[src/rtl/blit_fe_pkg.sv]
package blit_fe_pkg;
  localparam int ADDR_W  = 5;
  localparam int DATA_W  = 32;
  localparam int COORD_W = 14;
  localparam int HI_LSB  = 16;
  localparam int N_CRD   = 6;
  localparam int N_SIDE  = 2;

  localparam int CRD_SRCX = 0;
  localparam int CRD_SRCY = 1;
  localparam int CRD_DSTX = 2;
  localparam int CRD_DSTY = 3;
  localparam int CRD_WID  = 4;
  localparam int CRD_HGT  = 5;

  localparam int SIDE_SRC = 0;
  localparam int SIDE_DST = 1;

  typedef enum logic [ADDR_W-1:0] {
    A_SRCX      = 5'd0,
    A_SRCY      = 5'd1,
    A_DSTX      = 5'd2,
    A_DSTY      = 5'd3,
    A_WID       = 5'd4,
    A_HGT       = 5'd5,
    A_SRC_YX    = 5'd6,
    A_DST_YX    = 5'd7,
    A_SRC_XY    = 5'd8,
    A_DST_XY    = 5'd9,
    A_HGT_WID   = 5'd10,
    A_WID_HGT   = 5'd11,
    A_WID_X     = 5'd12,
    A_HGT_Y     = 5'd13,
    A_SRC_OFF   = 5'd14,
    A_SRC_PIT   = 5'd15,
    A_DST_OFF   = 5'd16,
    A_DST_PIT   = 5'd17,
    A_SRC_PKD   = 5'd18,
    A_DST_PKD   = 5'd19,
    A_SCISSOR   = 5'd20
  } regAddrE;

  typedef struct packed {
    logic [N_CRD-1:0]  crdLd;
    logic [N_CRD-1:0]  crdHi;
    logic [N_SIDE-1:0] offLd;
    logic [N_SIDE-1:0] pitLd;
    logic [N_SIDE-1:0] pkdLd;
    logic              sciLd;
    logic              launch;
  } strobeT;
endpackage

[src/rtl/blit_fe_ctrl.sv]
module blit_fe_ctrl
  import blit_fe_pkg::*;
(
  input  logic              clk,
  input  logic              rstN,
  input  logic              wrEn,
  input  logic [ADDR_W-1:0] wrAddr,
  output strobeT            strb,
  output logic              startPulse
);

  always_comb begin
    strb = '0;
    if (wrEn) begin
      case (wrAddr)
        A_SRCX:    strb.crdLd[CRD_SRCX] = 1'b1;
        A_SRCY:    strb.crdLd[CRD_SRCY] = 1'b1;
        A_DSTX:    strb.crdLd[CRD_DSTX] = 1'b1;
        A_DSTY:    strb.crdLd[CRD_DSTY] = 1'b1;
        A_WID:     strb.crdLd[CRD_WID]  = 1'b1;
        A_HGT:     strb.crdLd[CRD_HGT]  = 1'b1;
        A_SRC_YX: begin
          strb.crdLd[CRD_SRCX] = 1'b1;
          strb.crdLd[CRD_SRCY] = 1'b1;
          strb.crdHi[CRD_SRCY] = 1'b1;
        end
        A_DST_YX: begin
          strb.crdLd[CRD_DSTX] = 1'b1;
          strb.crdLd[CRD_DSTY] = 1'b1;
          strb.crdHi[CRD_DSTY] = 1'b1;
        end
        A_SRC_XY: begin
          strb.crdLd[CRD_SRCX] = 1'b1;
          strb.crdHi[CRD_SRCX] = 1'b1;
          strb.crdLd[CRD_SRCY] = 1'b1;
        end
        A_DST_XY: begin
          strb.crdLd[CRD_DSTX] = 1'b1;
          strb.crdHi[CRD_DSTX] = 1'b1;
          strb.crdLd[CRD_DSTY] = 1'b1;
        end
        A_HGT_WID: begin
          strb.crdLd[CRD_WID]  = 1'b1;
          strb.crdLd[CRD_HGT]  = 1'b1;
          strb.crdHi[CRD_HGT]  = 1'b1;
        end
        A_WID_HGT: begin
          strb.crdLd[CRD_HGT]  = 1'b1;
          strb.crdLd[CRD_WID]  = 1'b1;
          strb.crdHi[CRD_WID]  = 1'b1;
        end
        A_WID_X: begin
          strb.crdLd[CRD_DSTX] = 1'b1;
          strb.crdLd[CRD_WID]  = 1'b1;
          strb.crdHi[CRD_WID]  = 1'b1;
        end
        A_HGT_Y: begin
          strb.crdLd[CRD_DSTY] = 1'b1;
          strb.crdLd[CRD_HGT]  = 1'b1;
          strb.crdHi[CRD_HGT]  = 1'b1;
        end
        A_SRC_OFF: strb.offLd[SIDE_SRC] = 1'b1;
        A_SRC_PIT: strb.pitLd[SIDE_SRC] = 1'b1;
        A_DST_OFF: strb.offLd[SIDE_DST] = 1'b1;
        A_DST_PIT: strb.pitLd[SIDE_DST] = 1'b1;
        A_SRC_PKD: strb.pkdLd[SIDE_SRC] = 1'b1;
        A_DST_PKD: strb.pkdLd[SIDE_DST] = 1'b1;
        A_SCISSOR: strb.sciLd = 1'b1;
        default:   strb = '0;
      endcase
      strb.launch = strb.crdLd[CRD_WID];
    end
  end

  always_ff @(posedge clk) begin
    if (!rstN) startPulse <= 1'b0;
    else       startPulse <= strb.launch;
  end

  AST_START_NEEDS_WRITE: assert property (@(posedge clk) disable iff (!rstN)
    startPulse |-> $past(wrEn));

  AST_HEIGHT_NO_START: assert property (@(posedge clk) disable iff (!rstN)
    (wrEn && (wrAddr == A_HGT || wrAddr == A_HGT_Y)) |=> !startPulse);

  AST_UNMAPPED_NO_START: assert property (@(posedge clk) disable iff (!rstN)
    (wrEn && wrAddr > A_SCISSOR) |=> !startPulse);

endmodule

[src/rtl/blit_fe_datapath.sv]
module blit_fe_datapath
  import blit_fe_pkg::*;
(
  input  logic                    clk,
  input  logic                    rstN,
  input  logic                    variantB,
  input  strobeT                  strb,
  input  logic [DATA_W-1:0]       wrData,
  output logic [N_CRD-1:0][COORD_W-1:0]  crd,
  output logic [N_SIDE-1:0][DATA_W-1:0]  offset,
  output logic [N_SIDE-1:0][COORD_W-1:0] pitch,
  output logic [N_SIDE-1:0]              tile,
  output logic [COORD_W-1:0]      sciX,
  output logic [COORD_W-1:0]      sciY
);

  localparam logic [DATA_W-1:0]  OFF_MASK_A = 32'hFFFF_FFF0;
  localparam logic [DATA_W-1:0]  OFF_MASK_B = 32'hFFFF_FC00;
  localparam logic [COORD_W-1:0] PIT_MASK_B = 14'h3FF0;
  localparam int TILE_BIT_DIRECT = 16;

  logic [COORD_W-1:0] loField, hiField;
  assign loField = wrData[COORD_W-1:0];
  assign hiField = wrData[HI_LSB +: COORD_W];

  for (genvar i = 0; i < N_CRD; i++) begin : g_crd
    always_ff @(posedge clk) begin
      if (!rstN)              crd[i] <= '0;
      else if (strb.crdLd[i]) crd[i] <= strb.crdHi[i] ? hiField : loField;
    end

    AST_CRD_HOLD: assert property (@(posedge clk) disable iff (!rstN)
      !strb.crdLd[i] |=> $stable(crd[i]));
  end

  for (genvar c = 0; c < N_SIDE; c++) begin : g_side
    always_ff @(posedge clk) begin
      if (!rstN) begin
        offset[c] <= '0;
        pitch[c]  <= '0;
        tile[c]   <= 1'b0;
      end else if (strb.pkdLd[c]) begin
        if (variantB) begin
          offset[c] <= {wrData[21:0], 10'b0};
          pitch[c]  <= {wrData[29:22], 6'b0};
          tile[c]   <= wrData[30];
        end else begin
          offset[c] <= {6'b0, wrData[20:0], 5'b0};
          pitch[c]  <= {4'b0, wrData[30:21]};
          tile[c]   <= wrData[31];
        end
      end else begin
        if (strb.offLd[c])
          offset[c] <= wrData & (variantB ? OFF_MASK_B : OFF_MASK_A);
        if (strb.pitLd[c]) begin
          if (variantB) begin
            pitch[c] <= loField & PIT_MASK_B;
          end else begin
            pitch[c] <= loField;
            tile[c]  <= wrData[TILE_BIT_DIRECT];
          end
        end
      end
    end

    AST_OFF_ALIGN_A: assert property (@(posedge clk) disable iff (!rstN)
      !variantB |-> offset[c][3:0] == 4'b0);

    AST_OFF_ALIGN_B: assert property (@(posedge clk) disable iff (!rstN)
      variantB |-> offset[c][9:0] == 10'b0);

    AST_PITCH_ALIGN_B: assert property (@(posedge clk) disable iff (!rstN)
      variantB |-> pitch[c][3:0] == 4'b0);
  end

  always_ff @(posedge clk) begin
    if (!rstN) begin
      sciX <= '0;
      sciY <= '0;
    end else if (strb.sciLd) begin
      sciX <= loField;
      sciY <= hiField;
    end
  end

  AST_SCI_HOLD: assert property (@(posedge clk) disable iff (!rstN)
    !strb.sciLd |=> ($stable(sciX) && $stable(sciY)));

endmodule

[src/rtl/blit_param_frontend.sv]
module blit_param_frontend
  import blit_fe_pkg::*;
(
  input  logic              clk,
  input  logic              rstN,
  input  logic              variantB,
  input  logic              wrEn,
  input  logic [ADDR_W-1:0] wrAddr,
  input  logic [DATA_W-1:0] wrData,
  output logic              startPulse,
  output logic [COORD_W-1:0] srcX,
  output logic [COORD_W-1:0] srcY,
  output logic [COORD_W-1:0] dstX,
  output logic [COORD_W-1:0] dstY,
  output logic [COORD_W-1:0] width,
  output logic [COORD_W-1:0] height,
  output logic [DATA_W-1:0]  srcOffset,
  output logic [COORD_W-1:0] srcPitch,
  output logic               srcTile,
  output logic [DATA_W-1:0]  dstOffset,
  output logic [COORD_W-1:0] dstPitch,
  output logic               dstTile,
  output logic [COORD_W-1:0] scissorX,
  output logic [COORD_W-1:0] scissorY
);

  strobeT strb;
  logic [N_CRD-1:0][COORD_W-1:0]  crd;
  logic [N_SIDE-1:0][DATA_W-1:0]  offset;
  logic [N_SIDE-1:0][COORD_W-1:0] pitch;
  logic [N_SIDE-1:0]              tile;

  blit_fe_ctrl u_ctrl (
    .clk        (clk),
    .rstN       (rstN),
    .wrEn       (wrEn),
    .wrAddr     (wrAddr),
    .strb       (strb),
    .startPulse (startPulse)
  );

  blit_fe_datapath u_dp (
    .clk      (clk),
    .rstN     (rstN),
    .variantB (variantB),
    .strb     (strb),
    .wrData   (wrData),
    .crd      (crd),
    .offset   (offset),
    .pitch    (pitch),
    .tile     (tile),
    .sciX     (scissorX),
    .sciY     (scissorY)
  );

  assign srcX      = crd[CRD_SRCX];
  assign srcY      = crd[CRD_SRCY];
  assign dstX      = crd[CRD_DSTX];
  assign dstY      = crd[CRD_DSTY];
  assign width     = crd[CRD_WID];
  assign height    = crd[CRD_HGT];
  assign srcOffset = offset[SIDE_SRC];
  assign dstOffset = offset[SIDE_DST];
  assign srcPitch  = pitch[SIDE_SRC];
  assign dstPitch  = pitch[SIDE_DST];
  assign srcTile   = tile[SIDE_SRC];
  assign dstTile   = tile[SIDE_DST];

  AST_START_WITH_WIDTH: assert property (@(posedge clk) disable iff (!rstN)
    (startPulse && !$past(startPulse)) |-> !$stable(width) || $past(wrEn));

endmodule

[config.mk]
export PLATFORM = sky130hd
export DESIGN_NAME = blit_param_frontend
export DESIGN_NICKNAME = d
export VERILOG_FILES = /design/src/rtl/blit_fe_pkg.sv /design/src/rtl/blit_fe_ctrl.sv /design/src/rtl/blit_fe_datapath.sv /design/src/rtl/blit_param_frontend.sv
export SDC_FILE = /design/constraint.sdc
export NUM_CORES = 1
export LEC_CHECK = 0
export BUFFER_PORTS_ARGS = -buffer_cell sky130_fd_sc_hd__buf_2
export CAP_MARGIN = 20
export CORE_MARGIN = 4
export CORE_UTILIZATION = 30
export DETAILED_ROUTE_END_ITERATION = 16
export GPL_TIMING_DRIVEN = 0
export PLACE_DENSITY = 0.54
export SLEW_MARGIN = 20
export SYNTH_ARGS = -nofsm -noshare
export SYNTH_HDL_FRONTEND = slang
export SYNTH_HIERARCHICAL = 1
export SYNTH_SLANG_ARGS = --single-unit
[constraint.sdc]
create_clock -name clk -period 2.4 [get_ports clk]
set_input_delay 0.36 -clock clk [delete_from_list [all_inputs] [get_ports clk]]
set_output_delay 0.36 -clock clk [all_outputs]
set_load 0.02 [all_outputs]
Word level (Yosys, flattened, before mapping)
Cells that the tools add are included.
{ "totals": {"in_bits": 41, "reg_bits": 207, "wordCells": 98} }
{ "classes": {"n_mux": 44, "bitwise": 1, "n_eq_ne": 22, "reduce_logical": 16} }
{ "op_table": {"columns": ["op", "n"], "rows": [
  ["$mux 32", 5],
  ["$mux 14", 11],
  ["$eq 5x4->1 const B", 8],
  ["$and 32x32->32", 1],
  ["$eq 5x5->1 const B", 5],
  ["$mux 1", 25],
  ["$eq 5x3->1 const B", 4],
  ["$mux 20", 1],
  ["$reduce_or 4->1", 4],
  ["$eq 5x2->1 const B", 2],
  ["$mux 10", 1],
  ["$reduce_bool 2->1", 4],
  ["$reduce_and 2->1", 3],
  ["$reduce_or 3->1", 2],
  ["$eq 5x1->1 const B", 1],
  ["$logic_not 5->1", 1],
  ["$mux 4", 1],
  ["$ne 2x1->1 const B", 2],
  ["$reduce_or 2->1", 2]
]} }

Depth between registers and ports, before layout
Gate-level depths: netlist of run 1.
{ "logic_depth": {"word_depth": 6, "depth_mapped": 9} }

Cells and area by module
The synthesis of run 1 kept the hierarchy.
{ "by_module_without_submodules": {"columns": ["mod", "cells_per_inst", "instances", "area_each_um2"], "rows": [
  ["blit_fe_datapath", 972, 1, 9357.7],
  ["blit_fe_ctrl", 51, 1, 322.8]
]} }

Worst setup path after synthesis of run 1
Ideal clock, no wire load.
{ "synth_timing": {"kind": "input to register", "start": "input wrAddr[2]", "end": "register u_dp.tile[1]", "required_ns": 2.284, "path_stages": 7, "arrival_ns": 1.827, "slack_ns": 0.456, "setup_time_ns": 0.116, "cell_sequence": "buf_2 > or3_4 > nor2_1 > buf_6 > and2b_4 > mux2_2 > o211a_1"} }
{ "synth_rtl": {"columns": ["item", "line", "rtl"], "rows": [
  ["from (decl)", "blit_param_frontend.sv:8", "input logic [ADDR_W-1:0] wrAddr,"],
  ["to (signal, indexed assignment)", "blit_fe_datapath.sv:46", "tile[c] <= wrData[30];"],
  ["to (signal, indexed assignment)", "blit_fe_datapath.sv:50", "tile[c] <= wrData[31];"],
  ["to (signal, indexed assignment)", "blit_fe_datapath.sv:60", "tile[c] <= wrData[TILE_BIT_DIRECT];"],
  ["to (decl)", "blit_fe_datapath.sv:12", "output logic [N_SIDE-1:0] tile,"]
]} }

==> results.toml, run 1 <==
[floorplanning]
coreArea_mm2 = 0.0317
dieWidth_um = 188
die_h_um = 188
rows = 65
start_util_pct = 30.5
ioPinCount = 248
dieArea_mm2 = 0.0352

[grt]
antenna_found_initial = 2
grt_pass1_wl_mm = 57.5
gr-usage-all-layers_pct = 21.7
overflow = 0
grt_start_max_net_pins = 18
grt_pass1_vias = 8630

[yosys]
avgSynthCellArea_um2 = 9.46
synth_top_cell_by_area = "dfxtp_1"
synth_top_area_share_pct = 41.2
synthTopCellsByArea = "dfxtp_1 (41%), mux2i_1 (16%), o211a_1 (11%)"
seq_area_frac_synth_pct = 41.2
ys_warn_count = 6
synth_area_mm2 = 0.00968
synth_top_cells_by_count = "dfxtp_1 (199), nand2_1 (159), mux2i_1 (154), o211a_1 (109), clkbuf_1 (41)"
synth-edff-count = 0
synth_cell_types = 39
ys_ff_latch = 199
synth_flop_cell = "dfxtp_1"
yosysMostFrequentCell = "dfxtp_1"
ys_async_sr_fraction_pct = 0
synth_cells = 1023

[clock_network]
cts_tree = "done"
post_cts_buffers = 0
cts.sinks = 199
cts_buffers = 17
cts_buffer_depth = 2
clk_latency_ns = 0.43
post_cts_resized = 0
htreeDepth = 4
cts_hold_buf = 0
cts.clk_slew.worst_paths_ns = 0.08
clock-root-buffer = "clkbuf_16"

[routing]
vias = 8914
dr.first_iter.drc_count = 874
viasPerCell = 5.23
drc = 0
dr.pass1.iters = 5
routedWlPerCell_um = 23.3
wirelength_mm = 39.7
ant_nets = 0

[worst_setup_path]
start_kind = "primary input"
cp_max_fo = 10
worstPathArrival_ns = 2.37
setup.worst_path.class = "primary input to register"
cp-end-kind = "register"
cp.required_ns = 2.76

[flow_run]
drv_cap = 0

[hold_path]
min_path_type = "primary input to register"

[final_layout]
design_area_mm2 = 0.0120
area_growth_syn_to_layout_pct = 24.1
nets = 1329
drive_gt1_share_pct = 28.4

[pwr]
power_frac_seq_pct = 46.8
swShare_pct = 27.5
leakagePower_nw = 6.08
vdd_ir_drop_max_uv = 494
clkPwrFrac_pct = 41.4
power_density_mw_per_mm2 = 609
p_switching_w = 0.00202
total_power_w = 0.00732
internal-power_w = 0.00530
combPwrFrac_pct = 11.8

[timing]
hold_viol_final = 0
setup_tns_ns = 0
rsz0062_at_grt = "no"
fin_ws_ns = 0.384
period_share_pct = 84.0
tightest_slew_ns = 1.15
min_period_ns = 2.02
slew_headroom_pct = 23.2
hold_slack_ns = 0.130
fmax_mhz = 496
finalSetupViolCount = 0
slew_viol_final = 0
skew_ns = 0

[placed_design]
post-place-ws_ns = -0.0404
io_buffers = 239
place_area_mm2 = 0.0114
place.gp.congestion = 0.822
dp_hpwl_mm = 28.1

[run_status]
outcome = "complete, no violations"
## stage by stage
step	std cells	util (%)
final	1704	37.9
after global routing	1704	37.9
after CTS	1702	37.9
after detailed placement	1671	36.0
after global placement	1671	36.0
after floorplan	1030	-
## cell usage in the layout, fill, tap and decap left out, types with 7 or more instances in the layout
master	count
nand2_1	159
nor2_1	10
o211ai_1	24
buf_4	26
mux2_2	24
and3_1	28
nor2b_1	37
o211a_1	109
conb_1	8
clkbuf_1	42
a22oi_1	9
mux2i_1	154
a21oi_1	7
clkbuf_16	17
nand3_1	30
nand2b_1	9
dfxtp_1	199
buf_1	12
buf_2	278
o21ai_0	36
and2_1	21
## power by group through the flow
stage	Clock, W	Combinational (W)	Sequential [W]
after floorplan	0	0.000397	0.00358
after global placement	0	0.000850	0.00350
after detailed placement	0	0.000853	0.00350
after CTS	0.00310	0.000856	0.00342
after global routing	0.00322	0.000917	0.00343
final	0.00303	0.000864	0.00342
## metal layers
layer	track usage [%]	wire length (um)	vias to the layer above
met5	0	0	-
met3	5.17	3020	41
li1	-	-	4124
met4	5.05	665	0
met1	29.5	17900	4367
met2	34.9	18100	382
## state kept, by name (all words and copies together), names as in the netlist
name,flops
u_dp/sciX,14
u_dp/offset,56
u_ctrl/startPulse,1
u_dp/pitch,28
u_dp/tile,2
u_dp/sciY,14
u_dp/crd,84
## cells by family after synthesis
family	share of synthesized area (%)
AO/OA/AOI/OAI	16.9
AND/OR/NAND/NOR	16.0
multiplexers	18.7
buffers and inverters	7.07
flip-flops	41.2
other	0.0387
XOR/XNOR	0.0905
## layout make-up
type | instances | area, um^2
Tap cell | 402 | 503
Timing Repair Buffer | 239 | 1200
Antenna cell | 2 | 5.00
Clock buffer | 18 | 429
Buffer | 125 | 662
Fill cell | 3334 | 19700
Sequential cell | 199 | 3980
Inverter | 6 | 22.5
Multi-Input combinational cell | 700 | 5040
Clock inverter | 13 | 171
## path summary, 6_finish.rpt
path | start | end | slack [ns] | depth (start not counted)
setup / recovery | wrAddr[2] | u_dp/pitch[2] | 0.38 | 8
hold / removal | rstN | u_ctrl/startPulse | 0.13 | 2
setup reg to reg | u_dp/tile[1] | u_dp/tile[1] | 1.49 | 2
hold reg to reg | u_dp/crd[22] | u_dp/crd[22] | 0.48 | 1
## critical path, stage by stage
cell and delay (ns):
buf_2 0.12, buf_2 0.18, or3_4 0.43, nor2_1 0.13
buf_2 0.23, clkbuf_1 0.53, a22oi_1 0.18, o21ai_0 0.21
Note: power is estimated with default switching activity, not from simulation.
==> run 2, diff against run 1 <==
clock period = 2.1 ns   (was 2.4 ns; I/O delays follow)
==> results.toml, run 2 (synthesis gave the netlist of run 1 again) <==
[timing]
skew_ns = 0
finalSetupViolCount = 0
tightest_slew_ns = 1.15
min_period_ns = 1.94
period_share_pct = 92.3
fmax_mhz = 516
hold_viol_final = 0
slew_viol_final = 0
hold_slack_ns = 0.0855
rsz0062_at_grt = "no"
slew_headroom_pct = 23.4

[clock_network]
post_cts_buffers = 0
cts_hold_buf = 0
cts_buffer_depth = 2
cts_tree = "done"
cts_buffers = 17
cts.sinks = 199
htreeDepth = 4
cts.clk_slew.worst_paths_ns = 0.08
clk_latency_ns = 0.43
clock-root-buffer = "clkbuf_16"

[routing]
dr.pass1.iters = 5
routedWlPerCell_um = 23.3
wirelength_mm = 39.7
ant_nets = 0
dr.first_iter.drc_count = 893
drc = 0
vias = 8867
viasPerCell = 5.20

[run_status]
outcome = "complete, no violations"

[final_layout]
final_common_cell = "buf_2"
largest_register_ffs = 84
largest-register = "u_dp/crd"
nets = 1329
utilization_pct = 37.9
final_cell_mix = "buf_2 (278), dfxtp_1 (199), nand2_1 (159)"
area_growth_syn_to_layout_pct = 24.1
largestRegisters = "u_dp/crd x84, u_dp/offset x56, u_dp/pitch x28"
drive_gt1_share_pct = 28.5

[worst_setup_path]
cp_max_fo = 10
path_common_cell = "buf_2"
cp-end-kind = "register"
start_kind = "primary input"
crit_chain = "buf_2 -> buf_2 -> or3_4 -> nor2_1 -> buf_2 -> buf_4 -> buf_1 -> nand2_1 -> o211a_1"
cp_slowest_stage_delay_ns = 0.43
cpMaxStageDelayCell = "or3_4"
setup.worst_path.class = "primary input to register"
cp.required_ns = 2.44
worstPathArrival_ns = 2.28

[floorplanning]
rows = 65
ioPinCount = 248
coreArea_mm2 = 0.0317
start_util_pct = 30.5
die_h_um = 188
dieWidth_um = 188
dieArea_mm2 = 0.0352

[pwr]
power_frac_seq_pct = 46.7
vdd_ir_drop_max_uv = 565
combPwrFrac_pct = 11.8
total_power_w = 0.00837
swShare_pct = 27.6
power_density_mw_per_mm2 = 697
internal-power_w = 0.00606
p_switching_w = 0.00231
leakagePower_nw = 6.08
clkPwrFrac_pct = 41.5

[grt]
grt_pass1_wl_mm = 57.5
grt_start_max_net_pins = 18
overflow = 0
gr-usage-all-layers_pct = 21.7
antenna_found_initial = 2
grt_pass1_vias = 8630

[placed_design]
io_buffers = 239
place.gp.congestion = 0.822
dp_hpwl_mm = 28.1

[hold_path]
min_path_type = "primary input to register"

[flow_run]
drv_cap = 0
## run 2: cell counts in the layout (fill, tap and decap cells not counted)
No cell type changed its count.
## run 2: what timing repair did
action                                  4_1_cts  5_1_grt
endpoints found under the setup margin        0        1
endpoints found under the hold margin         0        0
resized for setup                             0        2
## run 2: path summary, 6_finish.rpt
path | start | endpoint | slack, ns | cells after the start
hold reg to reg | u_dp/crd[22] | u_dp/crd[22] | 0.48 | 1
setup reg to reg | u_dp/tile[1] | u_dp/tile[1] | 1.19 | 2
setup / recovery | wrAddr[2] | u_dp/offset[19] | 0.16 | 9
hold / removal | rstN | u_ctrl/startPulse | 0.09 | 2
## run 2: cell type report
class / instances / area, um^2
tap: 402 / 503
multi-input combinational: 700 / 5040
inverter: 6 / 22.5
fill: 3333 / 19700
clock inverter: 13 / 171
timing repair buffer: 239 / 1200
buffer: 125 / 663
antenna: 2 / 5.00
clock buffer: 18 / 429
sequential: 199 / 3980
## run 2: power groups by stage
stage               Combinational, W  Sequential, W  Clock (W)
floorplan                   0.000454        0.00409          0
global placement            0.000971        0.00400          0
detailed placement          0.000975        0.00400          0
CTS                         0.000979        0.00391    0.00354
global route                 0.00105        0.00392    0.00368
finish                      0.000987        0.00391    0.00348
## run 2: routing by layer
metal / part of all wire, % / global-route usage (%) / up-vias
li1: - / - / 4123
met1: 45 / 29.5 / 4352
met2: 46 / 34.9 / 357
met3: 7.4 / 5.17 / 35
met4: 1.6 / 5.05 / 0
met5: 0 / 0 / -
## run 2: metrics by stage
stage	area, um^2	TNS (ns)	worst slack [ns]	cells
global route	12000	0	0.0193	1704
finish	12000	0	0.162	1704
global placement	11400	-17.95	-0.292	1671
detailed placement	11400	-18.27	-0.295	1671
floorplan	9710	0	0.201	1030
CTS	12000	0	0.154	1702
## run 2: critical path: cells and delay by family
kind	cells	cell delay [ns]
buf+inv	5	1.16
simple gates	3	0.67
compound gates	1	0.14
